==> src/rtl/sdac_pkg.sv <==
package sdac_pkg;

  localparam int OP_W  = 2;
  localparam int SUB_W = 2;

  typedef enum logic [OP_W-1:0] {
    OP_LOAD_IN    = 2'b00,
    OP_LOAD_SWEEP = 2'b01,
    OP_LOAD_PASS  = 2'b10,
    OP_SPECIAL    = 2'b11
  } op_e;

  function automatic int frame_bits(input int addr_w, input int data_w);
    return addr_w + OP_W + data_w + SUB_W;
  endfunction

endpackage

==> src/rtl/sdac_insync.sv <==
module sdac_insync #(
  parameter int          N       = 4,
  parameter logic [N-1:0] RST_VAL = '0
) (
  input  logic         clk,
  input  logic         rst,
  input  logic [N-1:0] raw,
  output logic [N-1:0] lvl
);

  for (genvar g = 0; g < N; g++) begin : g_bit
    logic meta_q;
    logic safe_q;
    always_ff @(posedge clk) begin
      if (rst) begin
        meta_q <= RST_VAL[g];
        safe_q <= RST_VAL[g];
      end else begin
        meta_q <= raw[g];
        safe_q <= meta_q;
      end
    end
    assign lvl[g] = safe_q;
  end

endmodule

==> src/rtl/sdac_frame.sv <==
module sdac_frame #(
  parameter int PKT_W = 16
) (
  input  logic             clk,
  input  logic             rst,
  input  logic             cs_lvl,
  input  logic             sclk_lvl,
  input  logic             din_lvl,
  input  logic             out_on_rise,
  output logic             dout,
  output logic [PKT_W-1:0] pkt,
  output logic             pkt_stb
);

  localparam int CNT_W = $clog2(PKT_W);
  localparam logic [CNT_W-1:0] LAST = CNT_W'(PKT_W - 1);

  logic             cs_d, sclk_d;
  logic             cs_rise, cs_fall, sclk_rise, sclk_fall;
  logic [PKT_W-1:0] sr_q;
  logic [CNT_W-1:0] cnt_q;
  logic             full_q;
  logic             dout_q;
  logic             stb_q;

  assign cs_rise   =  cs_lvl & ~cs_d;
  assign cs_fall   = ~cs_lvl &  cs_d;
  assign sclk_rise =  sclk_lvl & ~sclk_d;
  assign sclk_fall = ~sclk_lvl &  sclk_d;

  always_ff @(posedge clk) begin
    if (rst) begin
      cs_d   <= 1'b1;
      sclk_d <= 1'b0;
      sr_q   <= '0;
      cnt_q  <= '0;
      full_q <= 1'b0;
      dout_q <= 1'b0;
      stb_q  <= 1'b0;
    end else begin
      cs_d   <= cs_lvl;
      sclk_d <= sclk_lvl;
      stb_q  <= 1'b0;
      if (cs_fall) begin
        cnt_q  <= '0;
        full_q <= 1'b0;
        dout_q <= sr_q[PKT_W-1];
      end else if (cs_rise) begin
        stb_q <= full_q && (cnt_q == '0);
      end else if (!cs_lvl) begin
        if (sclk_rise) begin
          sr_q <= {sr_q[PKT_W-2:0], din_lvl};
          if (cnt_q == LAST) begin
            cnt_q  <= '0;
            full_q <= 1'b1;
          end else begin
            cnt_q <= cnt_q + 1'b1;
          end
          if (out_on_rise) dout_q <= sr_q[PKT_W-2];
        end else if (sclk_fall && !out_on_rise) begin
          dout_q <= sr_q[PKT_W-1];
        end
      end
    end
  end

  assign dout    = dout_q;
  assign pkt     = sr_q;
  assign pkt_stb = stb_q;

  // a frame is handed on only right after chip select returns high
  p_exec_at_cs_rise_r13: assert property (@(posedge clk) disable iff (rst)
    pkt_stb |-> (cs_lvl && $past(cs_rise)));

  // data-out holds while chip select stays high
  p_dout_idle_r11: assert property (@(posedge clk) disable iff (rst)
    (cs_lvl && $past(cs_lvl)) |-> $stable(dout_q));

  // in rising-edge mode a falling edge leaves data-out alone
  p_rise_mode_hold_r11: assert property (@(posedge clk) disable iff (rst)
    (out_on_rise && sclk_fall && !cs_fall) |=> $stable(dout_q));

  // in falling-edge mode a rising edge leaves data-out alone
  p_fall_mode_hold_r12: assert property (@(posedge clk) disable iff (rst)
    (!out_on_rise && sclk_rise && !cs_fall && !cs_rise) |=> $stable(dout_q));

endmodule

==> src/rtl/sdac_regs.sv <==
module sdac_regs
  import sdac_pkg::*;
#(
  parameter int DATA_W = 10,
  parameter int ADDR_W = 2,
  parameter int PKT_W  = frame_bits(ADDR_W, DATA_W)
) (
  input  logic                         clk,
  input  logic                         rst,
  input  logic                         stb,
  input  logic [PKT_W-1:0]             pkt,
  input  logic                         lock_n,
  output logic [(1<<ADDR_W)*DATA_W-1:0] code_o,
  output logic                         off_o
);

  localparam int NCH    = 1 << ADDR_W;
  localparam int OP_LSB = PKT_W - ADDR_W - OP_W;

  logic [ADDR_W-1:0]           addr;
  op_e                         op;
  logic [DATA_W-1:0]           data;
  logic [SUB_W-1:0]            sub;
  logic                        go;

  logic [NCH-1:0][DATA_W-1:0]  in_q;
  logic [NCH-1:0][DATA_W-1:0]  dac_q;
  logic [NCH-1:0][DATA_W-1:0]  code_q;
  logic                        off_q;
  logic                        off_oq;

  assign addr = pkt[PKT_W-1 -: ADDR_W];
  assign op   = op_e'(pkt[OP_LSB +: OP_W]);
  assign data = pkt[SUB_W +: DATA_W];
  assign sub  = pkt[SUB_W-1:0];
  assign go   = stb && (sub == '0);

  always_ff @(posedge clk) begin
    if (rst) begin
      in_q  <= '0;
      dac_q <= '0;
      off_q <= 1'b0;
    end else begin
      if (go) begin
        unique case (op)
          OP_LOAD_IN: begin
            in_q[addr] <= data;
          end
          OP_LOAD_SWEEP: begin
            in_q[addr] <= data;
            for (int i = 0; i < NCH; i++) begin
              dac_q[i] <= (ADDR_W'(i) == addr) ? data : in_q[i];
            end
          end
          OP_LOAD_PASS: begin
            in_q[addr]  <= data;
            dac_q[addr] <= data;
          end
          OP_SPECIAL: begin
            if (data[DATA_W-1]) begin
              if (lock_n) off_q <= 1'b1;
            end else begin
              for (int i = 0; i < NCH; i++) dac_q[i] <= in_q[i];
              off_q <= 1'b0;
            end
          end
          default: ;
        endcase
      end
      if (!lock_n) off_q <= 1'b0;
    end
  end

  always_ff @(posedge clk) begin
    if (rst) begin
      code_q <= '0;
      off_oq <= 1'b0;
    end else begin
      for (int i = 0; i < NCH; i++) code_q[i] <= off_q ? '0 : dac_q[i];
      off_oq <= off_q;
    end
  end

  assign code_o = code_q;
  assign off_o  = off_oq;

  // shutdown blanks every code on the same cycle it is reported
  p_blank_when_off_r6: assert property (@(posedge clk) disable iff (rst)
    off_o |-> (code_q == '0));

  // entering shutdown leaves the DAC registers untouched
  p_keep_on_entry_r6: assert property (@(posedge clk) disable iff (rst)
    $rose(off_q) |-> $stable(dac_q));

  // a low lockout pin leaves no shutdown in force on the next cycle
  p_lock_blocks_r7: assert property (@(posedge clk) disable iff (rst)
    !lock_n |=> !off_q);

  // a plain input load never reaches the DAC registers
  p_load_only_r2: assert property (@(posedge clk) disable iff (rst)
    (go && op == OP_LOAD_IN) |=> $stable(dac_q));

  // a pass-through load lands in the addressed DAC register
  p_pass_write_r3: assert property (@(posedge clk) disable iff (rst)
    (go && op == OP_LOAD_PASS) |=> (dac_q[$past(addr)] == $past(data)));

  // nonzero sub-bits leave the register file alone
  p_sub_ignored_r9: assert property (@(posedge clk) disable iff (rst)
    (stb && sub != '0) |=> ($stable(in_q) && $stable(dac_q)));

endmodule

==> src/rtl/sdac_cmd_if.sv <==
module sdac_cmd_if
  import sdac_pkg::*;
#(
  parameter int DATA_W = 10,
  parameter int ADDR_W = 2
) (
  input  logic                          clk,
  input  logic                          rst,
  input  logic                          cs_n,
  input  logic                          sclk,
  input  logic                          din,
  input  logic                          pd_lock_n,
  input  logic                          dout_rise_sel,
  output logic                          dout,
  output logic [(1<<ADDR_W)*DATA_W-1:0] dac_code,
  output logic                          shutdown
);

  localparam int PKT_W = frame_bits(ADDR_W, DATA_W);

  // synchronizer lanes: 0 chip select, 1 serial clock, 2 data, 3 lockout
  logic [3:0]       pin_lvl;
  logic [PKT_W-1:0] pkt;
  logic             pkt_stb;

  sdac_insync #(
    .N       (4),
    .RST_VAL (4'b1001)
  ) u_sync (
    .clk (clk),
    .rst (rst),
    .raw ({pd_lock_n, din, sclk, cs_n}),
    .lvl (pin_lvl)
  );

  sdac_frame #(
    .PKT_W (PKT_W)
  ) u_frame (
    .clk         (clk),
    .rst         (rst),
    .cs_lvl      (pin_lvl[0]),
    .sclk_lvl    (pin_lvl[1]),
    .din_lvl     (pin_lvl[2]),
    .out_on_rise (dout_rise_sel),
    .dout        (dout),
    .pkt         (pkt),
    .pkt_stb     (pkt_stb)
  );

  sdac_regs #(
    .DATA_W (DATA_W),
    .ADDR_W (ADDR_W),
    .PKT_W  (PKT_W)
  ) u_regs (
    .clk    (clk),
    .rst    (rst),
    .stb    (pkt_stb),
    .pkt    (pkt),
    .lock_n (pin_lvl[3]),
    .code_o (dac_code),
    .off_o  (shutdown)
  );

endmodule

==> config.mk <==
export PLATFORM = sky130hd
export DESIGN_NAME = sdac_cmd_if
export DESIGN_NICKNAME = d
export VERILOG_FILES = /design/src/rtl/sdac_pkg.sv /design/src/rtl/sdac_insync.sv /design/src/rtl/sdac_frame.sv /design/src/rtl/sdac_regs.sv /design/src/rtl/sdac_cmd_if.sv
export SDC_FILE = /design/constraint.sdc
export NUM_CORES = 1
export LEC_CHECK = 0
export ABC_AREA = 1
export BUFFER_PORTS_ARGS = -buffer_cell sky130_fd_sc_hd__buf_2
export CAP_MARGIN = 10
export CORE_MARGIN = 3
export CORE_UTILIZATION = 59
export CTS_CLUSTER_SIZE = 25
export DETAILED_ROUTE_END_ITERATION = 12
export PLACE_DENSITY = 0.79
export SLEW_MARGIN = 20
export SYNTH_ARGS = -nofsm -noshare
export SYNTH_HDL_FRONTEND = slang
export SYNTH_SLANG_ARGS = --single-unit
==> constraint.sdc <==
create_clock -name clk -period 1.5 [get_ports clk]
set_input_delay 0.15 -clock clk [delete_from_list [all_inputs] [get_ports clk]]
set_output_delay 0.15 -clock clk [all_outputs]
set_load 0.1 [all_outputs]
# == After elaboration in Yosys (flattened, before gate mapping) ==
# Cells that the tools add are included.
# totals
regBits,155
out_inout_bits,42
# classes
n_addsub,1
n_lt_le_gt_ge,2
eq_ne,11
muxes,18
n_bitwise,11
n_reduce_logical,23
# ops
cell,count
$pmux 40 s3,1
$bwmux 40,2
$mux 10,5
$mux 40,1
$demux 10 s2,1
$reduce_and 4->1,3
$mux 1,7
$not 1->1,7
$logic_not 2->1,3
$reduce_and 3->1,2
$reduce_bool 3->1,2
$reduce_or 2->1,3
$reduce_or 3->1,2
$add 4x1->4 const B,1
$and 1x1->1,4
$eq 2x2->1 const A,2
$eq 2x2->1 const B,2
$eq 4x4->1 const B,1
$logic_and 1x1->1,4
$logic_not 4->1,1
$mux 4,1
$ne 2x2->1 const B,2
$reduce_and 2->1,2
$lt 2x3->1 const B,1
6 further kinds,6

# == Longest topological paths before layout ==
# Gate-level depths: netlist (run 1).
# depth
depth_word,8
depth_mapped,8
mapped_depth_nobuf,7

# == Modules after synthesis ==
# From an unflattened synthesis (run 1), not the netlist that was laid out.
# hier_totals
hier_cells,818
area_unflattened_um2,5929.4
# modules_own_cells
module,instances,cells_each,area_per_inst_um2,seq_area_each_um2
sdac_regs,1,653,4616.9,2442.3
sdac_frame,1,136,1058.5,500.5
sdac_insync,1,29,254.0,160.2

# == Least setup slack after synthesis (run 1) ==
# Ideal clock, no wire load.
# synth_path
kind,reg2reg
from,"register, netlist name u_frame.dout"
to,register u_frame.dout_q (netlist: u_frame.dout)
setup_time_ns,0.064
arrival_ns,1.211
t_required_ns,1.436
path_slack_ns,0.226
stages_incl_launch_ff,5
period_less_slack_ns,1.274
path_cell_list,dfxtp_1 > inv_1 > nand2_1 > nand2_1 > nor2_1
# synth_rtl
item,line,source
end signal: assignment,sdac_frame.sv:47,dout_q <= sr_q[PKT_W-1];
end signal: assignment,sdac_frame.sv:59,if (out_on_rise) dout_q <= sr_q[PKT_W-2];
end signal: assignment,sdac_frame.sv:61,dout_q <= sr_q[PKT_W-1];
end: declaration,sdac_frame.sv:23,logic dout_q;

# == Worst setup path in the final report (run 1) ==
# layout_path
from,register u_frame.dout_q (netlist: u_frame.dout)
to,output port dout
# layout_rtl
item,line,source
end: declaration,sdac_cmd_if.sv:14,"output logic dout,"
# No word-level cell between the ends.

==> reports/metrics.json, run 1 <==
{
  "sta": {
    "finalSetupViolCount": 0,
    "clock_skew_ns": 0.00744,
    "post-route-period-util_pct": 96.3,
    "finalMaxSlewViolations": 0,
    "clock.fmax_mhz": 692,
    "report.final.hold_viol_count": 0,
    "measured_slew_at_the_worst_slew_check_pin_ns": 0.493,
    "period_minus_slack_ns": 1.44,
    "slew_headroom_pct": 67.1
  },
  "hold_path": {
    "worst_hold_path_type": "in -> reg",
    "worst_hold_path.num_cells": 3
  },
  "critical_path": {
    "reg2reg_to": "u_regs.in_q[6]$_SDFFE_PP0P_",
    "critical_path_required_ns": 1.35,
    "timing.critical_path.to": "dout",
    "worst-path-stages": 1,
    "launching_element_type_of_the_critical_path": "flip-flop",
    "crit_fanout": 2,
    "worstPathBufferInverterCount": 1,
    "cpPeakStageDelay_ns": 0.43,
    "worstPathArrival_ns": 1.29,
    "critical-path-top-delay-family": "buffers and inverters",
    "worstSetupStartpoint": "u_frame.dout$_SDFFE_PP0P_",
    "r2r_cells": 6,
    "critPathKind": "reg -> out",
    "critical_path.slowest_cell": "sky130_fd_sc_hd__buf_2",
    "endpoint_kind": "output pin",
    "r2r-start": "u_frame.pkt[0]$_SDFFE_PP0P_",
    "timing.reg2reg.setup_slack_ns": 0.09,
    "worstPathCellList": "buf_2"
  },
  "clock_tree": {
    "clkLatencyLatePin_ns": 0.53,
    "tritoncts": "done",
    "clockRootBuffer": "sky130_fd_sc_hd__clkbuf_8",
    "cts_made_buffers": 17,
    "clock_pin_slew_on_the_worst_setup_and_hold_paths_ns": 0.06,
    "clkSinkCount": 155,
    "max-clock-path-buffers": 2,
    "cts_htree_levels": 4
  },
  "placed_design": {
    "gp_routability_congestion": 0.882,
    "dp_cells": 968,
    "numPortBuffers": 48,
    "detailed_place_hpwl_um": 9340,
    "place_area_um2": 6410
  },
  "global_routing": {
    "grt_pass1_wl_um": 22800,
    "grt_use_total_pct": 25.2,
    "grt_overflow": 0,
    "vias_in_the_first_global_route": 4987,
    "initial_antenna_violation_count": 0,
    "pin_count_of_the_biggest_net_entering_global_routing": 71
  },
  "layout": {
    "fin_area_um2": 7070,
    "num-fill-cells": 717,
    "antenna-diode-count": 0,
    "syn2layout_area_growth_pct": 19.1,
    "final_cell_count_no_fill": 1006,
    "drive_gt1_share_pct": 17.2,
    "nets_final": 874
  },
  "yosys": {
    "synthDominantCellAreaShare_pct": 52.2,
    "synth_area_per_cell_um2": 7.44,
    "ys_async_sr_fraction_pct": 0,
    "synthMostInstantiatedCell": "sky130_fd_sc_hd__nand2_1",
    "flip_flop_and_latch_count_after_synthesis": 155,
    "netlist.top_cell.by_area": "sky130_fd_sc_hd__dfxtp_1",
    "netlist_instances": 799,
    "synth_enable_flop_cells": 0,
    "ys_seq_area_share_pct": 52.2,
    "count_of_warnings_emitted_by_yosys": 0,
    "post_synth_instance_area_um2": 5940,
    "synthFlopType": "sky130_fd_sc_hd__dfxtp_1",
    "yosys-top-cells-area": "sky130_fd_sc_hd__dfxtp_1, sky130_fd_sc_hd__nand2_1, sky130_fd_sc_hd__nor2_1, sky130_fd_sc_hd__a21oi_1, sky130_fd_sc_hd__nand3_1",
    "synth_commonest_cells": "sky130_fd_sc_hd__nand2_1, sky130_fd_sc_hd__dfxtp_1, sky130_fd_sc_hd__nor2_1, sky130_fd_sc_hd__a21oi_1, sky130_fd_sc_hd__inv_1",
    "synth.distinct_cells": 26,
    "synth_nets": 808
  },
  "detailed_routing": {
    "post_route_drc": 0,
    "dr.first_iter.drc_count": 353,
    "antenna_violating_nets_post_route": 0,
    "wl_per_cell_um": 13.9,
    "route.vias.total": 5382,
    "drtPass1Iterations": 5,
    "drt-total-wl_um": 14000,
    "number_of_vias_per_cell": 5.35
  },
  "job": {
    "cap_viol_max_count": 0
  },
  "floorplan": {
    "io_pins": 49,
    "die_area_um2": 11300,
    "floorplan.die.height_um": 106,
    "floorplan.initialDensity_pct": 62.5,
    "core_area_um2": 9500,
    "die-width_um": 106,
    "core_rows": 35
  },
  "power": {
    "vdd_ir_drop_max_v": 0.000783,
    "power_leakage_nw": 2.92,
    "power_per_cell_area_nw_per_um2": 1170
  },
  "run_status": {
    "run_status": "complete, no violations"
  }
}
-- worst min path at each step --
stage              start                                 to  slack (ns)
2_1_floorplan       cs_n  u_sync.g_bit[0].meta_q$_SDFF_PP1_        0.25
3_3_place_gp   pd_lock_n  u_sync.g_bit[3].meta_q$_SDFF_PP1_        0.33
3_5_place_dp        cs_n  u_sync.g_bit[0].meta_q$_SDFF_PP1_        0.34
4_1_cts              rst            u_regs.off_o$_SDFF_PP0_        0.12
5_1_grt              rst      u_regs.dac_q[38]$_SDFFE_PP0P_        0.12
6_report             rst            u_regs.off_o$_SDFF_PP0_        0.12
-- logic make-up after synthesis --
logic type                 Yosys count  synth area share [%]
AOI/OAI and AO/OA                  119                  10.0
xor gates and xnor gates             2                 0.295
adders and majority gates            2                 0.421
buffers and inverters              118                  8.66
DFF                                155                  52.2
and+or+nand+nor                    403                  28.4
-- repair_timing --
item / in CTS / in global routing
hold buffers: 4 / 0
endpoints found under the hold margin: 4 / 0
gates resized for setup: 2 / 14
buffers inserted: 0 / 3
pin swaps: 0 / 1
endpoints found under the setup margin: 3 / 73
-- sequential cells by signal, summed over array words and instances, names as in the netlist --
register             cells
u_frame.full_q           1
u_regs.off_o             1
u_sync.g_bit.safe_q      4
u_frame.pkt             16
u_frame.sclk_d           1
u_frame.dout             1
u_regs.off_q             1
u_regs.code_o           40
u_regs.dac_q            40
u_sync.g_bit.meta_q      4
u_frame.cs_d             1
u_regs.in_q             40
u_frame.cnt_q            4
u_frame.pkt_stb          1
-- metrics by stage --
stage                     hold WS [ns]  power (mW)  setup slack (ns)  TNS, ns  util (%)
after CTS                        0.115        8.32            0.0124        0      73.7
final                            0.124        8.28            0.0554        0      74.4
after global routing             0.121        8.51           -0.0511   -0.173      74.4
after detailed placement         0.337        4.38           0.00434        0      67.5
after floorplan                  0.254        4.33             0.226        0         -
after global placement           0.334        4.37            0.0912        0      67.5
-- power breakdown --
group | internal, mW | switching [mW] | leakage, nW
combinational | 0.0522 | 0.112 | 1.41
clock | 2.22 | 1.75 | 0.260
sequential | 4.13 | 0.00609 | 1.25
-- placed cells by master (no fill, tap or decap), types with 10 or more instances in the layout --
cell	count
sky130_fd_sc_hd__dfxtp_1	152
sky130_fd_sc_hd__nand2_2	10
sky130_fd_sc_hd__buf_4	29
sky130_fd_sc_hd__buf_2	48
sky130_fd_sc_hd__nor2_1	104
sky130_fd_sc_hd__inv_1	72
sky130_fd_sc_hd__clkbuf_16	16
sky130_fd_sc_hd__nor2_2	10
sky130_fd_sc_hd__nand3_1	64
sky130_fd_sc_hd__o21ai_0	40
sky130_fd_sc_hd__nand2_1	201
sky130_fd_sc_hd__a21oi_1	77
-- routing by layer --
layer / up-vias / GRT usage [%] / part of all wire, %
li1: 2643 / - / -
met1: 2452 / 30.9 / 41
met2: 243 / 41.7 / 48
met3: 44 / 5.46 / 7.3
met4: 0 / 13.1 / 3.5
met5: - / 0 / 0
-- cell type report --
class / instances / area [um^2] / area share [%]
clock buffers: 17 / 414 / 5.85
clock inverters: 14 / 138 / 1.95
inverters: 78 / 298 / 4.21
multi-input cells: 526 / 2340 / 33.1
flip-flops and latches: 155 / 3110 / 43.9
well taps: 129 / 161 / 2.28
repair buffers: 87 / 613 / 8.67
(Power assumes the default switching activity.)
==> inputs of run 2 (changes only) <==
--- a/config.mk
+++ b/config.mk
@@ -12,7 +12,9 @@
 export CORE_UTILIZATION = 59
 export CTS_CLUSTER_SIZE = 25
 export DETAILED_ROUTE_END_ITERATION = 12
-export PLACE_DENSITY = 0.79
+export GPL_ROUTABILITY_DRIVEN = 0
+export MAX_ROUTING_LAYER = met4
+export PLACE_DENSITY = 0.82
 export SLEW_MARGIN = 20
 export SYNTH_ARGS = -nofsm -noshare
 export SYNTH_HDL_FRONTEND = slang
==> run 2 against run 1 <==
Against the previous run: the flow now finishes with violations (setup timing); flip-flop and latch count unchanged; hold slack worse by 0.015 ns; fmax down 4.7%; via count up 1.8%; cell area up 1.2%; count of clock-buffer cells in the layout up 1; sequential power about the same; critical endpoint is now u_regs.in_q[11]$_SDFFE_PP0P_; largest cell class unchanged; largest power group is now the clock network.
==> reports/metrics.json, run 2 (synthesis results as in run 1) <==
{
  "detailed_routing": {
    "dr.first_iter.drc_count": 581,
    "number_of_vias_per_cell": 5.45,
    "route.vias.total": 5478,
    "antenna_violating_nets_post_route": 0,
    "drtPass1Iterations": 5,
    "post_route_drc": 0,
    "wl_per_cell_um": 14.9,
    "drt-total-wl_um": 14900
  },
  "sta": {
    "grt_setup_unrepaired": "yes",
    "slew_headroom_pct": 67.5,
    "finalMaxSlewViolations": 0,
    "post-route-period-util_pct": 101,
    "measured_slew_at_the_worst_slew_check_pin_ns": 0.490,
    "period_minus_slack_ns": 1.52,
    "report.final.hold_viol_count": 0,
    "finalWorstSetupSlack_ns": -0.0164,
    "clock_skew_ns": 0.00808,
    "clock.fmax_mhz": 659,
    "finalSetupViolCount": 1
  },
  "floorplan": {
    "floorplan.die.height_um": 106,
    "die-width_um": 106,
    "core_rows": 35,
    "floorplan.initialDensity_pct": 62.5,
    "core_area_um2": 9500,
    "die_area_um2": 11300,
    "io_pins": 49
  },
  "power": {
    "fin_total_pwr_mw": 8.62,
    "power_leakage_nw": 2.98,
    "power_per_cell_area_nw_per_um2": 1200,
    "netSwitchingPower_mw": 1.88,
    "vdd_ir_drop_max_v": 0.000731,
    "p_seq_share_pct": 47.9,
    "clock_power_share_pct": 50.2,
    "comb_power_share_pct": 1.8,
    "power.internal_mw": 6.75,
    "p_sw_share_pct": 21.8
  },
  "placed_design": {
    "detailed_place_hpwl_um": 9090,
    "numPortBuffers": 48,
    "dp_cells": 965
  },
  "critical_path": {
    "worstPathBufferInverterCount": 0,
    "cpPeakStageDelay_ns": 0.35,
    "endpoint_kind": "flip-flop",
    "worstPathCellList": "nor2_1, nand2_4, nor2_4, nand2_4, o21ai_0, nor2_1",
    "critical-path-top-delay-family": "simple AND/OR/NAND/NOR gates",
    "crit_fanout": 11,
    "critical_path_required_ns": 1.91,
    "worstPathArrival_ns": 1.93,
    "launching_element_type_of_the_critical_path": "flip-flop",
    "critical_path.slowest_cell": "sky130_fd_sc_hd__dfxtp_1",
    "critPathKind": "reg -> reg"
  },
  "global_routing": {
    "grt_pass1_wl_um": 22900,
    "grt_overflow": 0,
    "initial_antenna_violation_count": 0,
    "pin_count_of_the_biggest_net_entering_global_routing": 41,
    "grt_use_total_pct": 25.9,
    "vias_in_the_first_global_route": 4997
  },
  "run_status": {
    "violations": "setup timing",
    "run_status": "complete, but fails checks"
  },
  "layout": {
    "mostFrequentLayoutCells": "sky130_fd_sc_hd__nand2_1, sky130_fd_sc_hd__dfxtp_1, sky130_fd_sc_hd__nor2_1",
    "nets_final": 873,
    "layout.cells.most_common": "sky130_fd_sc_hd__nand2_1",
    "final_cell_count_no_fill": 1006,
    "antenna-diode-count": 0,
    "syn2layout_area_growth_pct": 20.5,
    "drive_gt1_share_pct": 17.4
  },
  "clock_tree": {
    "max-clock-path-buffers": 2,
    "clock_pin_slew_on_the_worst_setup_and_hold_paths_ns": 0.06,
    "tritoncts": "done",
    "clkSinkCount": 155,
    "clockRootBuffer": "sky130_fd_sc_hd__clkbuf_8",
    "clkLatencyLatePin_ns": 0.53,
    "cts_made_buffers": 17,
    "cts_htree_levels": 4
  },
  "hold_path": {
    "worst_hold_path_type": "in -> reg"
  },
  "job": {
    "cap_viol_max_count": 0
  }
}
==> run 2: changes by cell type in the layout (fill, tap and decap cells not counted), sizes merged <==
cell	before	now
buf	83	80
bufinv	1	3
clkbuf	17	19
clkinv	5	4
clkinvlp	5	4
nor2	117	118
==> run 2: tightest hold or removal path: cells and delay by family <==
kind	cells	cell delay, ns
buffers and inverters	1	0.09
AND/OR/NAND/NOR	5	0.36
==> run 2: metrics by stage <==
stage          TNS [ns]  util (%)  hold WS [ns]  instance area (um^2)  worst slack, ns
3_3_place_gp          0      67.1         0.335                  6380            0.112
4_1_cts               0      73.9         0.104                  7030         0.000577
6_report        -0.0164      75.3         0.109                  7160          -0.0164
3_5_place_dp    -0.0300      67.1         0.335                  6380          -0.0198
5_1_grt           -1.37      75.3         0.140                  7160           -0.104
2_1_floorplan         0         -         0.254                  5940            0.226
==> run 2: timing repair <==
item,4_1_cts,5_1_grt
setup endpoints to repair,11,78
gates cloned,0,3
gates resized for setup,3,30
hold buffers,4,0
endpoints found under the hold margin,4,0
buffers inserted,0,2
pin swaps,0,1
==> run 2: cell type report <==
type / instances / area, um^2
Clock buffer: 18 / 418
Tap cell: 129 / 161
Inverter: 78 / 295
Timing Repair Buffer: 85 / 591
Fill cell: 649 / 2340
Multi-Input combinational cell: 527 / 2400
Sequential cell: 155 / 3110
Clock inverter: 14 / 184
==> run 2: worst paths after layout <==
| kind | from | end | slack (ns) | depth (start not counted) |
|---|---|---|---|---|
| min reg2reg | u_sync.g_bit[1].meta_q$_SDFF_PP0_ | u_sync.g_bit[1].safe_q$_SDFF_PP0_ | 0.41 | 2 |
| max reg2reg | u_frame.pkt[1]$_SDFFE_PP0P_ | u_regs.in_q[11]$_SDFFE_PP0P_ | -0.02 | 6 |
| max | u_frame.pkt[1]$_SDFFE_PP0P_ | u_regs.in_q[11]$_SDFFE_PP0P_ | -0.02 | 6 |
| min | dout_rise_sel | u_frame.dout$_SDFFE_PP0P_ | 0.11 | 6 |
==> run 2: power by group through the flow <==
stage	Clock, mW	Combinational (mW)	Sequential, mW
floorplan	0	0.0988	4.23
global placement	0	0.138	4.23
detailed placement	0	0.143	4.23
CTS	4.34	0.153	4.13
global route	4.53	0.174	4.13
finish	4.33	0.156	4.13
==> run 2: layer usage <==
metal | global-route usage (%) | part of all wire, % | up-vias
li1 | - | - | 2642
met4 | 12.0 | 5.4 | 0
met5 | - | 0 | -
met1 | 29.1 | 39 | 2471
met2 | 44.7 | 48 | 276
met3 | 5.10 | 7.5 | 89
